==> config.mk <==
export PLATFORM = sky130hd
export DESIGN_NAME = apb_prot_filter
export DESIGN_NICKNAME = d
export VERILOG_FILES = /design/src/rtl/apb_prot_filter_pkg.sv /design/src/rtl/apf_window_match.sv /design/src/rtl/apf_rule_eval.sv /design/src/rtl/apb_prot_filter.sv
export SDC_FILE = /design/constraint.sdc
export NUM_CORES = 1
export LEC_CHECK = 0
export BUFFER_PORTS_ARGS = -buffer_cell sky130_fd_sc_hd__buf_2
export CELL_PAD_IN_SITES_DETAIL_PLACEMENT = 0
export CELL_PAD_IN_SITES_GLOBAL_PLACEMENT = 2
export CORE_AREA = 5 5 184 186
export CTS_CLUSTER_DIAMETER = 50
export DETAILED_ROUTE_END_ITERATION = 12
export DIE_AREA = 0 0 189 191
export PLACE_DENSITY_LB_ADDON = 0.1
export SLEW_MARGIN = 15
export SYNTH_ARGS = -nofsm -noshare
export SYNTH_HDL_FRONTEND = slang
export SYNTH_SLANG_ARGS = --single-unit
==> constraint.sdc <==
create_clock -name clk -period 2.97 [get_ports clk]
set_input_delay 0.594 -clock clk [delete_from_list [all_inputs] [get_ports clk]]
set_output_delay 0.594 -clock clk [all_outputs]
set_load 0.05 [all_outputs]
==> src/rtl/apb_prot_filter_pkg.sv <==
package apb_prot_filter_pkg;
   localparam int PROT_W     = 3;
   localparam int PROT_PRIV  = 0;   // 1 = privileged
   localparam int PROT_NSEC  = 1;   // 1 = non-secure
   localparam int PROT_INSTR = 2;   // 1 = instruction fetch
   localparam int POL_W      = 4;

   typedef struct packed {
      logic need_sec;
      logic need_priv;
      logic code_only;
      logic en;
   } win_policy_t;
endpackage

==> src/rtl/apf_window_match.sv <==
module apf_window_match #(
   parameter int AW = 32
) (
   input  logic [AW-1:0] addr,
   input  logic [AW-1:0] base,
   input  logic [AW-1:0] mask,
   input  logic          en,
   output logic          hit
);
   assign hit = en && ((addr & mask) == (base & mask));
endmodule

==> src/rtl/apf_rule_eval.sv <==
module apf_rule_eval
   import apb_prot_filter_pkg::*;
#(
   parameter int NREG = 4
) (
   input  logic [NREG-1:0]   hit,
   input  logic [NREG-1:0]   code_only,
   input  logic [NREG-1:0]   need_priv,
   input  logic [NREG-1:0]   need_sec,
   input  logic              write,
   input  logic [PROT_W-1:0] prot,
   output logic              deny
);
   logic [NREG-1:0] first_hit;
   logic            w_code, w_priv, w_sec, any_hit;

   // Lowest-numbered hit wins
   always_comb begin
      first_hit = '0;
      for (int i = NREG-1; i >= 0; i--) begin
         if (hit[i]) first_hit = NREG'(1) << i;
      end
   end

   assign any_hit = |first_hit;
   assign w_code  = |(first_hit & code_only);
   assign w_priv  = |(first_hit & need_priv);
   assign w_sec   = |(first_hit & need_sec);

   assign deny = any_hit && (
                    (w_code && (write || !prot[PROT_INSTR])) ||
                    (w_priv && !prot[PROT_PRIV]) ||
                    (w_sec  &&  prot[PROT_NSEC]));

   // The winner selection must never name two windows
   always_comb begin
      p_single_winner_r11: assert ($onehot0(first_hit))
         else $error("p_single_winner_r11");
   end

   // Any write landing in a code-only winner is refused
   always_comb begin
      if (any_hit && w_code && write)
         p_code_write_r4: assert (deny) else $error("p_code_write_r4");
   end
endmodule

==> src/rtl/apb_prot_filter.sv <==
module apb_prot_filter
   import apb_prot_filter_pkg::*;
#(
   parameter int                    NREG           = 4,
   parameter int                    AW             = 32,
   parameter int                    DW             = 32,
   parameter bit                    CFG_FROM_PORTS = 1'b1,
   parameter logic [NREG*AW-1:0]    STATIC_BASE    = '0,
   parameter logic [NREG*AW-1:0]    STATIC_MASK    = '0,
   parameter logic [NREG*POL_W-1:0] STATIC_POLICY  = '0
) (
   input  logic                    clk,
   input  logic                    rst_n,
   input  logic [NREG*AW-1:0]      cfg_base,
   input  logic [NREG*AW-1:0]      cfg_mask,
   input  logic [NREG*POL_W-1:0]   cfg_policy,
   input  logic                    up_sel,
   input  logic                    up_enable,
   input  logic                    up_write,
   input  logic [AW-1:0]           up_addr,
   input  logic [DW-1:0]           up_wdata,
   input  logic [PROT_W-1:0]       up_prot,
   output logic [DW-1:0]           up_rdata,
   output logic                    up_ready,
   output logic                    up_err,
   output logic                    dn_sel,
   output logic                    dn_enable,
   output logic                    dn_write,
   output logic [AW-1:0]           dn_addr,
   output logic [DW-1:0]           dn_wdata,
   output logic [PROT_W-1:0]       dn_prot,
   input  logic [DW-1:0]           dn_rdata,
   input  logic                    dn_ready,
   input  logic                    dn_err
);
   localparam int CFG_W = NREG * (2*AW + POL_W);

   initial begin
      a_nreg_range: assert (NREG >= 1 && NREG <= 16) else $error("NREG out of range");
      a_aw_range:   assert (AW >= 8 && AW <= 64)     else $error("AW out of range");
      a_dw_range:   assert (DW >= 8 && DW <= 64)     else $error("DW out of range");
      a_cfg_width:  assert (CFG_W > 0)               else $error("empty config");
   end

   logic [NREG*AW-1:0]    base_v, mask_v;
   logic [NREG*POL_W-1:0] pol_v;

   generate
      if (CFG_FROM_PORTS) begin : g_cfg_ports
         assign base_v = cfg_base;
         assign mask_v = cfg_mask;
         assign pol_v  = cfg_policy;
      end else begin : g_cfg_static
         logic cfg_unused;
         assign cfg_unused = ^{cfg_base, cfg_mask, cfg_policy};
         assign base_v = STATIC_BASE;
         assign mask_v = STATIC_MASK;
         assign pol_v  = STATIC_POLICY;
      end
   endgenerate

   logic [NREG-1:0] hit, code_only, need_priv, need_sec;

   generate
      for (genvar g = 0; g < NREG; g++) begin : g_win
         win_policy_t pol;
         assign pol          = win_policy_t'(pol_v[g*POL_W +: POL_W]);
         assign code_only[g] = pol.code_only;
         assign need_priv[g] = pol.need_priv;
         assign need_sec[g]  = pol.need_sec;

         apf_window_match #(.AW(AW)) u_match (
            .addr (up_addr),
            .base (base_v[g*AW +: AW]),
            .mask (mask_v[g*AW +: AW]),
            .en   (pol.en),
            .hit  (hit[g])
         );
      end
   endgenerate

   logic deny_now, deny_q;

   apf_rule_eval #(.NREG(NREG)) u_eval (
      .hit       (hit),
      .code_only (code_only),
      .need_priv (need_priv),
      .need_sec  (need_sec),
      .write     (up_write),
      .prot      (up_prot),
      .deny      (deny_now)
   );

   logic setup_ph, access_ph;
   assign setup_ph  = up_sel && !up_enable;
   assign access_ph = up_sel &&  up_enable;

   // Decision captured at the setup edge, frozen through wait states
   always_ff @(posedge clk or negedge rst_n) begin
      if (!rst_n)        deny_q <= 1'b0;
      else if (setup_ph) deny_q <= deny_now;
   end

   assign dn_sel    = up_sel && (up_enable ? !deny_q : !deny_now);
   assign dn_enable = up_enable && dn_sel;
   assign dn_write  = up_write;
   assign dn_addr   = up_addr;
   assign dn_wdata  = up_wdata;
   assign dn_prot   = up_prot;

   logic local_done;
   assign local_done = access_ph && deny_q;

   assign up_ready = local_done ? 1'b1 : (dn_enable && dn_ready);
   assign up_err   = local_done ? 1'b1 : (dn_enable && dn_ready && dn_err);
   assign up_rdata = local_done ? '0   : dn_rdata;

   p_local_refusal_r7: assert property (@(posedge clk) disable iff (!rst_n)
      (access_ph && $past(setup_ph && deny_now))
         |-> (up_ready && up_err && up_rdata == '0 && !dn_sel));

   p_err_window_r9: assert property (@(posedge clk) disable iff (!rst_n)
      up_err |-> (up_sel && up_enable && up_ready));

   p_held_decision_r10: assert property (@(posedge clk) disable iff (!rst_n)
      (access_ph && $past(access_ph)) |-> $stable(deny_q));

   p_wait_forward_r8: assert property (@(posedge clk) disable iff (!rst_n)
      (access_ph && dn_sel) |-> (up_ready == dn_ready));

   p_idle_no_sel_r1: assert property (@(posedge clk) disable iff (!rst_n)
      !up_sel |-> (!dn_sel && !up_err));
endmodule

==> flow_results.xml, run 1 <==
<?xml version="1.0" encoding="UTF-8"?>
<metrics>
  <group name="grt">
    <metric name="grt_overflow_total" unit="">0</metric>
    <metric name="grt_pass1_wl" unit="um">32510</metric>
    <metric name="grt_util_all_layers" unit="%">12.37</metric>
    <metric name="vias_in_the_first_global_route" unit="">4664</metric>
    <metric name="grt_start_max_net_pins" unit="">33</metric>
    <metric name="grt_antenna_before_repair" unit="">12</metric>
  </group>
  <group name="synth">
    <metric name="post_synth_inst_count" unit="">357</metric>
    <metric name="synth.largest_area_cell" unit="">xor2_1</metric>
    <metric name="synth_compound_area_share" unit="%">21.46</metric>
    <metric name="synth_simple_gate_area_share" unit="%">16.59</metric>
    <metric name="edff_count_synth" unit="">0</metric>
    <metric name="post_synth.cell_area_avg" unit="um2">7.626</metric>
    <metric name="synthMuxAreaShare" unit="%">0</metric>
    <metric name="synth-adder-area-share" unit="%">0</metric>
    <metric name="ys_seq_area_share" unit="%">0.9191</metric>
    <metric name="post_synth_xor_area_fraction" unit="%">41.18</metric>
    <metric name="postSynth.topFlopCell" unit="">dfrtp_1</metric>
    <metric name="synth.distinct_cells" unit="">34</metric>
    <metric name="asyncSetResetFlopFracSynth" unit="%">100.0</metric>
    <metric name="netlist_area" unit="um2">2723</metric>
    <metric name="largest_family_of_logic_cells_by_synthesized_area" unit="">XOR/XNOR gates</metric>
    <metric name="ys_top_cells_by_area" unit="">xor2_1, buf_4, a22oi_1</metric>
    <metric name="synth_nets" unit="">735</metric>
    <metric name="total_of_flip_flops_plus_latches_after_synthesis" unit="">1</metric>
    <metric name="yosysWarningCount" unit="">0</metric>
    <metric name="yosysTopAreaCellShare" unit="%">41.18</metric>
  </group>
  <group name="finish">
    <metric name="fill_cells" unit="">3730</metric>
    <metric name="drive_gt1_share" unit="%">65.49</metric>
    <metric name="area_delta_synth_final" unit="%">101.2</metric>
    <metric name="largest_reg_flops" unit="">1</metric>
    <metric name="area_used_by_sequential_logic_in_the_layout" unit="um2">25.02</metric>
    <metric name="final_cell_count_no_fill" unit="">1177</metric>
    <metric name="final_cell_area" unit="um2">5479</metric>
    <metric name="fin_util" unit="%">17.06</metric>
    <metric name="fin_nets" unit="">1145</metric>
    <metric name="largest_registers" unit="">deny_q (1)</metric>
    <metric name="registers.top_by_ff_count" unit="">deny_q</metric>
    <metric name="multiInputGateArea" unit="um2">2295</metric>
  </group>
  <group name="timing">
    <metric name="fin_setup_tns" unit="ns">-0.7356</metric>
    <metric name="final_max_slew_viol_count" unit="">0</metric>
    <metric name="finalWorstPathRequiredPeriod" unit="ns">3.456</metric>
    <metric name="worst_slack" unit="ns">-0.4861</metric>
    <metric name="final.period_utilization" unit="%">116.4</metric>
    <metric name="final-setup-viol-count" unit="">2</metric>
    <metric name="maxSlewHeadroom" unit="%">59.52</metric>
    <metric name="tightestPinTransition" unit="ns">0.6072</metric>
    <metric name="rsz_0062_raised_after_global_routing" unit="">yes</metric>
    <metric name="final_hold_viol_count" unit="">0</metric>
    <metric name="fmax" unit="MHz">289.3</metric>
    <metric name="finalClockSkew" unit="ns">0</metric>
  </group>
  <group name="floorplan">
    <metric name="chipWidth" unit="um">189</metric>
    <metric name="area_of_the_core" unit="um2">32120</metric>
    <metric name="i_o_pin_count" unit="">482</metric>
    <metric name="std_cell_rows" unit="">66</metric>
    <metric name="die_h" unit="um">191</metric>
    <metric name="initial_utilization" unit="%">8.475</metric>
    <metric name="die_area" unit="um2">36100</metric>
  </group>
  <group name="min_path">
    <metric name="worst_hold_path_type" unit="">in2async</metric>
  </group>
  <group name="power_and_ir_drop">
    <metric name="p_sw" unit="W">0.0005642</metric>
    <metric name="power.clock.fraction" unit="%">0</metric>
    <metric name="p_seq_share" unit="%">1.9</metric>
    <metric name="power.leakage" unit="nW">2.925</metric>
    <metric name="power.share.combinational" unit="%">98.1</metric>
    <metric name="power.switching_fraction" unit="%">56.48</metric>
    <metric name="vdd.ir_drop.worst" unit="mV">0.05360</metric>
    <metric name="power.internal" unit="W">0.0004348</metric>
    <metric name="powerDensity" unit="nW/um2">182.3</metric>
  </group>
  <group name="drt">
    <metric name="routedWlPerCell" unit="um">20.68</metric>
    <metric name="route.vias.total" unit="">4113</metric>
    <metric name="drt_first_iter_violations" unit="">115</metric>
    <metric name="drt.antenna.violating_nets" unit="">0</metric>
    <metric name="detail_route.wirelength" unit="um">24350</metric>
    <metric name="drtPass1Iterations" unit="">5</metric>
    <metric name="vias_per_cell" unit="">3.494</metric>
    <metric name="drc" unit="">0</metric>
  </group>
  <group name="critical_path">
    <metric name="arrival_time_worst_endpoint" unit="ns">2.86</metric>
    <metric name="worst_setup_path_end_kind" unit="">output port</metric>
    <metric name="cpLargestDelayFamily" unit="">compound AO/OA/AOI/OAI gates</metric>
    <metric name="worst_path_largest_cell_delay" unit="ns">0.60</metric>
    <metric name="critical_path.cell_chain" unit="">buf_2, buf_4, xor2_1, a222oi_1, and3_2, a22oi_1, and2b_1, a32o_2, o22ai_4, buf_8</metric>
    <metric name="worst_path_max_delay_cell" unit="">a222oi_1</metric>
    <metric name="critical_path_required" unit="ns">2.38</metric>
    <metric name="worst-path-max-fanout" unit="">4</metric>
    <metric name="crit_path_start_kind" unit="">input port</metric>
    <metric name="buffers_plus_inverters_on_the_worst_setup_path" unit="">3</metric>
    <metric name="timing_worst_setup_path_type" unit="">in2out</metric>
  </group>
  <group name="placed_design">
    <metric name="gp_congestion" unit="">0.8780</metric>
    <metric name="place_area" unit="um2">5218</metric>
    <metric name="placement.setup.worst_slack" unit="ns">-1.039</metric>
    <metric name="dp.cells" unit="">1165</metric>
    <metric name="number_of_port_buffers" unit="">417</metric>
    <metric name="dpl.hpwl" unit="um">23240</metric>
  </group>
  <group name="run">
    <metric name="cap_viol_max_count" unit="">0</metric>
  </group>
  <group name="status">
    <metric name="failed_checks" unit="">setup timing</metric>
    <metric name="run_status" unit="">complete, but fails checks</metric>
  </group>
  <group name="clock_network">
    <metric name="cts.clk_slew.worst_paths" unit="ns">0</metric>
    <metric name="clock_latency_late_sink" unit="ns">0</metric>
  </group>
</metrics>
## per-layer routing
layer,GRT usage (%),part of all wire [%],up-vias
met2,24.16,54,196
met1,14.04,39,1844
met5,0,0.36,-
li1,-,-,2025
met3,2.995,6.6,34
met4,1.121,0.76,14
## what timing repair did
action	4_1_cts	5_1_grt
setup buffers	4	4
hold buffers	0	0
pin swaps	14	3
gates cloned	0	0
setup endpoints to repair	2	2
resized for setup	33	7
## power groups by stage
stage	logic (W)	registers [W]	clock network, W
final	0.000980	0.0000186	0.000000000180
after global routing	0.00106	0.0000192	0.000000000180
after CTS	0.000995	0.0000187	0
after detailed placement	0.000957	0.0000187	0
after global placement	0.000961	0.0000189	0
after floorplan	0.000599	0.0000181	0
## worst paths after layout
check                      slack (ns)  cells past startpoint       start      to
setup / recovery                -0.49                     10  up_addr[3]  dn_sel
hold / removal                   0.37                      1       rst_n  deny_q
setup reg to reg                 2.16                      1      deny_q  deny_q
hold reg to reg                  0.68                      1      deny_q  deny_q
max in group asynchronous        2.52                      1       rst_n  deny_q
min in group clk                 0.68                      1      deny_q  deny_q
## cell usage after synthesis (2+ instances only)
cell type / n
a222oi_1: 3
nand3_1: 4
clkbuf_1: 3
a22oi_1: 49
nor2_1: 5
o21ai_0: 3
nand4_1: 14
and3_2: 3
inv_1: 5
a22o_1: 5
a221oi_1: 4
buf_4: 68
nor3_1: 3
and2_1: 32
nand2_1: 9
a311o_1: 2
xor2_1: 128
## logic make-up after synthesis
| family | count (synthesis) |
|---|---|
| XOR/XNOR | 128 |
| AND/OR/NAND/NOR | 77 |
| buffers and inverters | 76 |
| AO/OA/AOI/OAI | 75 |
| flip-flops | 1 |
## area by class of cell
type,count,area share [%]
multi-input combinational,280,41.88
tap,408,9.317
timing repair buffer,479,47.82
sequential,1,0.4567
antenna,4,0.1827
inverter,5,0.3425
## layout by cell type, fill, tap and decap left out, drive strengths merged, types with 2 or more instances in the layout
cell,n
and3,3
diode,4
and2,32
nand3,5
buf,479
nand2,9
nor2,5
a22o,5
a311o,2
nand4,14
a22oi,49
inv,5
a221oi,4
o21ai,4
a222oi,3
xor2,128
nor3,3
## through the flow
| stage | hold slack [ns] | total power (W) |
|---|---|---|
| floorplan | 0.2984 | 0.0006171 |
| global placement | 0.3707 | 0.0009800 |
| detailed placement | 0.3701 | 0.0009761 |
| CTS | 0.3699 | 0.001013 |
| global route | 0.3757 | 0.001081 |
| finish | 0.3688 | 0.0009990 |
No activity file was read; power rests on OpenSTA's default activity.
==> run 2, diff against run 1 <==
- CORE_AREA: 5 5 184 186 -> 5 5 186 188
- DIE_AREA: 0 0 189 191 -> 0 0 191 193
- SYNTH_HIERARCHICAL: default -> 1
==> run 2 against run 1 <==
The run still ends with setup timing left. Total power shrank 6.8%. Register-to-register slack lost 0.02 ns. Clock skew is the same. Sequential share of layout area is essentially flat. Worst setup slack lost 0.18 ns. Synthesized area grew 5.7%. Worst hold slack lost 0.00058 ns. Combinational power shrank 6.4%. Via count shrank 3.8%. Design area shrank 0.18%. Synthesized cell count shrank 4.5%. First-iteration DRC count shrank 30%. Critical path type unchanged.
==> flow_results.xml, run 2 <==
<?xml version="1.0" encoding="UTF-8"?>
<metrics>
  <group name="synth">
    <metric name="total_of_flip_flops_plus_latches_after_synthesis" unit="">1</metric>
    <metric name="postSynth.topFlopCell" unit="">dfrtp_1</metric>
    <metric name="netlist_area" unit="um2">2877</metric>
    <metric name="synthMostInstantiatedCell" unit="">xor2_1</metric>
    <metric name="post_synth.cell_area_avg" unit="um2">8.436</metric>
    <metric name="yosysWarningCount" unit="">6</metric>
    <metric name="synth.distinct_cells" unit="">29</metric>
    <metric name="yosysTopAreaCellShare" unit="%">38.97</metric>
    <metric name="asyncSetResetFlopFracSynth" unit="%">100.0</metric>
    <metric name="post_synth_inst_count" unit="">341</metric>
    <metric name="synth.largest_area_cell" unit="">xor2_1</metric>
    <metric name="yosys-top-cells-count" unit="">xor2_1, buf_4, a22o_1</metric>
    <metric name="synth_nets" unit="">719</metric>
    <metric name="ys_top_cells_by_area" unit="">xor2_1, buf_4, a221oi_2</metric>
    <metric name="ys_seq_area_share" unit="%">0.8699</metric>
    <metric name="edff_count_synth" unit="">0</metric>
  </group>
  <group name="drt">
    <metric name="route.vias.total" unit="">3956</metric>
    <metric name="drt.antenna.violating_nets" unit="">0</metric>
    <metric name="drc" unit="">0</metric>
    <metric name="routedWlPerCell" unit="um">17.34</metric>
    <metric name="drt_first_iter_violations" unit="">80</metric>
    <metric name="drtPass1Iterations" unit="">4</metric>
    <metric name="vias_per_cell" unit="">3.361</metric>
    <metric name="detail_route.wirelength" unit="um">20410</metric>
  </group>
  <group name="grt">
    <metric name="grt_pass1_wl" unit="um">27670</metric>
    <metric name="grt_util_all_layers" unit="%">9.896</metric>
    <metric name="grt_antenna_before_repair" unit="">6</metric>
    <metric name="grt_overflow_total" unit="">0</metric>
    <metric name="vias_in_the_first_global_route" unit="">4344</metric>
    <metric name="grt_start_max_net_pins" unit="">33</metric>
  </group>
  <group name="timing">
    <metric name="tightestPinTransition" unit="ns">0.5680</metric>
    <metric name="final_max_slew_viol_count" unit="">0</metric>
    <metric name="fmax" unit="MHz">275.2</metric>
    <metric name="final_hold_viol_count" unit="">0</metric>
    <metric name="final-setup-viol-count" unit="">1</metric>
    <metric name="worst_slack" unit="ns">-0.6633</metric>
    <metric name="rsz_0062_raised_after_global_routing" unit="">yes</metric>
    <metric name="finalClockSkew" unit="ns">0</metric>
    <metric name="final.period_utilization" unit="%">122.3</metric>
    <metric name="fin_setup_tns" unit="ns">-0.6633</metric>
    <metric name="maxSlewHeadroom" unit="%">62.09</metric>
    <metric name="finalWorstPathRequiredPeriod" unit="ns">3.633</metric>
  </group>
  <group name="finish">
    <metric name="final_cell_mix" unit="">buf_2, xor2_1, buf_4</metric>
    <metric name="registers.top_by_ff_count" unit="">deny_q</metric>
    <metric name="fill_cells" unit="">3804</metric>
    <metric name="fin_util" unit="%">16.60</metric>
    <metric name="fin_nets" unit="">1108</metric>
    <metric name="layout.cells.most_common" unit="">buf_2</metric>
    <metric name="multiInputGateArea" unit="um2">2397</metric>
    <metric name="drive_gt1_share" unit="%">71.15</metric>
    <metric name="largest_registers" unit="">deny_q (1)</metric>
    <metric name="area_used_by_sequential_logic_in_the_layout" unit="um2">25.02</metric>
    <metric name="largest_reg_flops" unit="">1</metric>
    <metric name="area_delta_synth_final" unit="%">90.13</metric>
  </group>
  <group name="critical_path">
    <metric name="worstRegToRegCells" unit="">1</metric>
    <metric name="reg2reg_to" unit="">deny_q</metric>
    <metric name="critical_path.cell_chain" unit="">buf_6, buf_6, xor2_1, a22o_1, a221oi_2, nand4_1, nor3_4, nor2b_4, a22o_1, a22oi_2, o2111ai_2, mux2i_1, and2_4, buf_8</metric>
    <metric name="crit_path_start_kind" unit="">input port</metric>
    <metric name="timing_worst_setup_path_type" unit="">in2out</metric>
    <metric name="worst-r2r-setup-slack" unit="ns">2.14</metric>
    <metric name="worst-path-max-fanout" unit="">5</metric>
    <metric name="crit-reg2reg-launch" unit="">deny_q</metric>
    <metric name="arrival_time_worst_endpoint" unit="ns">3.04</metric>
    <metric name="worst_path_largest_cell_delay" unit="ns">0.38</metric>
    <metric name="worst_path_max_delay_cell" unit="">nor3_4</metric>
    <metric name="worst_setup_path_end_kind" unit="">output port</metric>
    <metric name="critical_path_required" unit="ns">2.38</metric>
  </group>
  <group name="status">
    <metric name="failed_checks" unit="">setup timing</metric>
    <metric name="run_status" unit="">complete, but fails checks</metric>
  </group>
  <group name="floorplan">
    <metric name="chipWidth" unit="um">191</metric>
    <metric name="i_o_pin_count" unit="">482</metric>
    <metric name="initial_utilization" unit="%">8.731</metric>
    <metric name="die_area" unit="um2">36860</metric>
    <metric name="std_cell_rows" unit="">67</metric>
    <metric name="die_h" unit="um">193</metric>
    <metric name="area_of_the_core" unit="um2">32950</metric>
  </group>
  <group name="clock_network">
    <metric name="cts.hold.buffers_added" unit="">0</metric>
    <metric name="cts.clk_slew.worst_paths" unit="ns">0</metric>
    <metric name="clock_latency_late_sink" unit="ns">0</metric>
  </group>
  <group name="power_and_ir_drop">
    <metric name="power.leakage" unit="nW">2.888</metric>
    <metric name="powerDensity" unit="nW/um2">170.2</metric>
    <metric name="vdd.ir_drop.worst" unit="mV">0.06292</metric>
  </group>
  <group name="run">
    <metric name="cap_viol_max_count" unit="">0</metric>
  </group>
  <group name="placed_design">
    <metric name="dpl.hpwl" unit="um">19380</metric>
    <metric name="gp_congestion" unit="">0.8377</metric>
    <metric name="number_of_port_buffers" unit="">417</metric>
  </group>
  <group name="min_path">
    <metric name="worst_hold_path_type" unit="">in2async</metric>
  </group>
</metrics>
## run 2: changes by cell type in the layout (fill, tap and decap cells not counted), sizes merged, moves of 3 or more
cell / before / now
a22o: 5 / 23
nand3: 5 / 2
buf: 479 / 457
o21ai: 4 / 1
inv: 5 / 2
a221oi: 4 / 20
diode: 4 / 1
a22oi: 49 / 19
a21oi: 0 / 3
nand2: 9 / 5
and3: 3 / 0
## run 2: logic make-up after synthesis
| kind of cell | synth area share, % |
|---|---|
| muxes | 0.7394 |
| AOI/OAI and AO/OA | 24.10 |
| and+or+nand+nor | 16.14 |
| DFF | 0.8698 |
| buffers and inverters | 19.18 |
| xor gates and xnor gates | 38.97 |
## run 2: layer usage
layer	share of wire [%]	routed length [um]	vias up	global-route usage, %
li1	-	-	1929	-
met1	31	6425	1745	9.388
met2	56	11380	252	20.81
met3	12	2438	22	3.925
met4	0.52	106	8	0.3867
met5	0.27	55	-	0
## run 2: worst max-delay path by stage
stage          slack [ns]      to          from
2_1_floorplan       -0.06  dn_sel   up_addr[22]
3_3_place_gp        -0.89  dn_sel   up_addr[22]
3_5_place_dp        -0.86  dn_sel   up_addr[22]
4_1_cts             -0.65  dn_sel   up_addr[22]
5_1_grt             -0.83  dn_sel  cfg_base[56]
6_report            -0.66  dn_sel    up_addr[1]
## run 2: repair_timing
item / in CTS / in global routing
resized for setup: 12 / 19
setup buffers: 0 / 1
setup endpoints to repair: 2 / 2
pin swaps: 11 / 15
## run 2: final cells by class
cell class                      instances  share of cell area (%)
Timing Repair Buffer                  458                   45.28
Multi-Input combinational cell        267                   43.83
Tap cell                              448                   10.25
Sequential cell                         1                  0.4576
Inverter                                2                  0.1373
Antenna cell                            1                 0.04576
## run 2: per-stage QoR
step | std cells | power, W | hold WS (ns) | area [um2] | setup slack [ns]
floorplan | 341 | 0.0006048 | 0.2984 | 2892 | -0.05756
global placement | 1175 | 0.0009355 | 0.3697 | 5333 | -0.8858
detailed placement | 1175 | 0.0009340 | 0.3697 | 5333 | -0.8642
CTS | 1175 | 0.0009493 | 0.3700 | 5395 | -0.6504
global route | 1177 | 0.001007 | 0.3747 | 5469 | -0.8274
finish | 1177 | 0.0009308 | 0.3683 | 5469 | -0.6633
## run 2: report_power, final
group / internal [W] / switching (W) / total, W
registers: 0.0000139 / 0.0000000164 / 0.0000139
clock network: 0.0000000000450 / 0 / 0.0000000000450
logic: 0.000419 / 0.000498 / 0.000917
## run 2: critical path, delay by kind of cell
family          cells  cell delay (ns)
compound gates      5             0.75
buf+inv             3             0.36
xor+xnor            1             0.14
simple gates        4             1.10
mux                 1             0.10
==> run 3, diff against run 2 <==
==> constraint.sdc (replaced) <==
create_clock -name clk -period 2.97 [get_ports clk]
set_input_delay 0.594 -clock clk [delete_from_list [all_inputs] [get_ports clk]]
set_output_delay 0.594 -clock clk [all_outputs]
set_load 0.1 [all_outputs]
==> run 3 against run 2 <==
The run still ends with setup timing left. Largest cell class is now multi-input gates. Die area unchanged. Global-route usage about the same. Critical path depth down 1. Combinational power is 20% higher.
==> flow_results.xml, run 3 (synthesis results as in run 2) <==
<?xml version="1.0" encoding="UTF-8"?>
<metrics>
  <group name="timing">
    <metric name="fmax" unit="MHz">277.9</metric>
    <metric name="maxSlewHeadroom" unit="%">66.15</metric>
    <metric name="worst_slack" unit="ns">-0.6280</metric>
    <metric name="fin_setup_tns" unit="ns">-0.6280</metric>
    <metric name="finalClockSkew" unit="ns">0</metric>
    <metric name="final.period_utilization" unit="%">121.1</metric>
    <metric name="final_hold_viol_count" unit="">0</metric>
    <metric name="finalWorstPathRequiredPeriod" unit="ns">3.598</metric>
    <metric name="tightestPinTransition" unit="ns">0.5113</metric>
    <metric name="final_max_slew_viol_count" unit="">0</metric>
    <metric name="rsz_0062_raised_after_global_routing" unit="">yes</metric>
    <metric name="final-setup-viol-count" unit="">1</metric>
  </group>
  <group name="clock_network">
    <metric name="cts.clk_slew.worst_paths" unit="ns">0</metric>
    <metric name="clock_latency_late_sink" unit="ns">0</metric>
    <metric name="cts.hold.buffers_added" unit="">0</metric>
  </group>
  <group name="floorplan">
    <metric name="chipWidth" unit="um">191</metric>
    <metric name="initial_utilization" unit="%">8.731</metric>
    <metric name="die_h" unit="um">193</metric>
    <metric name="std_cell_rows" unit="">67</metric>
    <metric name="area_of_the_core" unit="um2">32950</metric>
    <metric name="i_o_pin_count" unit="">482</metric>
    <metric name="die_area" unit="um2">36860</metric>
  </group>
  <group name="critical_path">
    <metric name="arrival_time_worst_endpoint" unit="ns">3.00</metric>
    <metric name="timing_worst_setup_path_type" unit="">in2out</metric>
    <metric name="worst-r2r-setup-slack" unit="ns">2.15</metric>
    <metric name="critical_path_required" unit="ns">2.38</metric>
    <metric name="worstRegToRegCells" unit="">1</metric>
    <metric name="worst_path_largest_cell_delay" unit="ns">0.44</metric>
    <metric name="critical_path.cell_chain" unit="">buf_2, xor2_1, a22o_1, a221oi_2, buf_4, nand4_1, nor3_2, nand2b_4, or4_4, o2111ai_4, mux2i_1, and2_4, buf_12</metric>
    <metric name="worst_path_max_delay_cell" unit="">or4_4</metric>
    <metric name="crit_path_start_kind" unit="">input port</metric>
    <metric name="reg2reg_to" unit="">deny_q</metric>
    <metric name="worst_setup_path_end_kind" unit="">output port</metric>
    <metric name="worst-path-max-fanout" unit="">5</metric>
    <metric name="crit-reg2reg-launch" unit="">deny_q</metric>
  </group>
  <group name="drt">
    <metric name="drc" unit="">0</metric>
    <metric name="drtPass1Iterations" unit="">4</metric>
    <metric name="dr_wl_met3" unit="um">2389</metric>
    <metric name="vias_per_cell" unit="">3.399</metric>
    <metric name="drt.antenna.violating_nets" unit="">0</metric>
    <metric name="drt_first_iter_violations" unit="">59</metric>
    <metric name="drt-met1-wl" unit="um">6353</metric>
    <metric name="routed-wl-met2" unit="um">11480</metric>
    <metric name="routedWlPerCell" unit="um">17.55</metric>
    <metric name="detail_route.wirelength" unit="um">20520</metric>
    <metric name="route.vias.total" unit="">3974</metric>
    <metric name="highest-signal-layer" unit="">met5</metric>
  </group>
  <group name="grt">
    <metric name="vias_in_the_first_global_route" unit="">4451</metric>
    <metric name="grt_pass1_wl" unit="um">27700</metric>
    <metric name="grt_util_all_layers" unit="%">9.915</metric>
    <metric name="grt_overflow_total" unit="">0</metric>
    <metric name="grt_antenna_before_repair" unit="">15</metric>
    <metric name="grt_start_max_net_pins" unit="">33</metric>
  </group>
  <group name="power_and_ir_drop">
    <metric name="total_power" unit="W">0.001115</metric>
    <metric name="power.leakage" unit="nW">2.818</metric>
    <metric name="vdd.ir_drop.worst" unit="mV">0.07662</metric>
    <metric name="powerDensity" unit="nW/um2">205.7</metric>
  </group>
  <group name="finish">
    <metric name="layout.cells.most_common" unit="">buf_2</metric>
    <metric name="final_cell_count_no_fill" unit="">1169</metric>
    <metric name="fill_cells" unit="">3831</metric>
    <metric name="area_delta_synth_final" unit="%">88.39</metric>
    <metric name="final_cell_mix" unit="">buf_2, xor2_1, buf_4</metric>
    <metric name="largest_reg_flops" unit="">1</metric>
    <metric name="largest_registers" unit="">deny_q (1)</metric>
    <metric name="drive_gt1_share" unit="%">70.69</metric>
    <metric name="area_used_by_sequential_logic_in_the_layout" unit="um2">25.02</metric>
    <metric name="multiInputGateArea" unit="um2">2449</metric>
    <metric name="registers.top_by_ff_count" unit="">deny_q</metric>
    <metric name="fin_nets" unit="">1093</metric>
    <metric name="final_cell_area" unit="um2">5419</metric>
  </group>
  <group name="placed_design">
    <metric name="place_area" unit="um2">5190</metric>
    <metric name="gp_congestion" unit="">0.8208</metric>
    <metric name="dp.cells" unit="">1159</metric>
    <metric name="dpl.hpwl" unit="um">19380</metric>
    <metric name="number_of_port_buffers" unit="">417</metric>
  </group>
  <group name="status">
    <metric name="run_status" unit="">complete, but fails checks</metric>
    <metric name="failed_checks" unit="">setup timing</metric>
  </group>
  <group name="min_path">
    <metric name="worst_hold_path_type" unit="">in2async</metric>
  </group>
  <group name="run">
    <metric name="cap_viol_max_count" unit="">0</metric>
  </group>
</metrics>
[run 3: cell count changes in the layout (fill, tap and decap cells not counted), moves of 2 or more]
cell      before  now
buf_6          3    6
buf_2        410  406
diode_2        1    8
a221oi_2      19   17
a221oi_4       1    3
buf_4         39   29
buf_8          2    0
[run 3: worst max-delay path by stage]
stage	startpoint	endpoint	cells past startpoint
floorplan	up_addr[22]	dn_sel	11
global placement	up_addr[17]	dn_sel	13
detailed placement	up_addr[6]	dn_sel	13
CTS	up_addr[28]	dn_sel	13
global route	cfg_base[38]	dn_sel	13
finish	up_addr[24]	dn_sel	13
[run 3: cell type report]
cell class	instances	share of cell area, %
multi-input combinational	267	45.19
tap	448	10.34
timing repair buffer	443	43.50
inverter	2	0.1385
antenna	8	0.3694
sequential	1	0.4618
[run 3: timing repair]
action,4_1_cts,5_1_grt
setup endpoints to repair,2,2
setup buffers,2,1
resized for setup,17,22
pin swaps,14,14
[run 3: metal layers]
metal  global-route usage [%]  up-vias
met3                    3.907       32
met2                    20.97      266
met4                   0.7459       12
met1                    9.183     1754
met5                        0        -
li1                         -     1910
[run 3: critical path: cells and delay by family]
| family | cells | cell delay [ns] |
|---|---|---|
| AOI/OAI and AO/OA | 3 | 0.57 |
| buffers and inverters | 3 | 0.45 |
| xor gates and xnor gates | 1 | 0.16 |
| muxes | 1 | 0.10 |
| and+or+nand+nor | 5 | 1.14 |
[run 3: through the flow]
step | hold WS (ns) | setup slack, ns | utilization [%]
2_1_floorplan | 0.2984 | -0.1544 | -
3_3_place_gp | 0.3701 | -0.8723 | 15.75
3_5_place_dp | 0.3706 | -0.9020 | 15.75
4_1_cts | 0.3708 | -0.6964 | 16.08
5_1_grt | 0.3744 | -0.7849 | 16.43
6_report | 0.3697 | -0.6280 | 16.45
[run 3: power by group]
part	leakage [nW]	internal, W	switching, W
registers	0.0140	0.0000139	0.0000000161
clock network	0.0000507	0.000000000360	0
logic	2.80	0.000408	0.000693
total	2.82	0.000422	0.000693
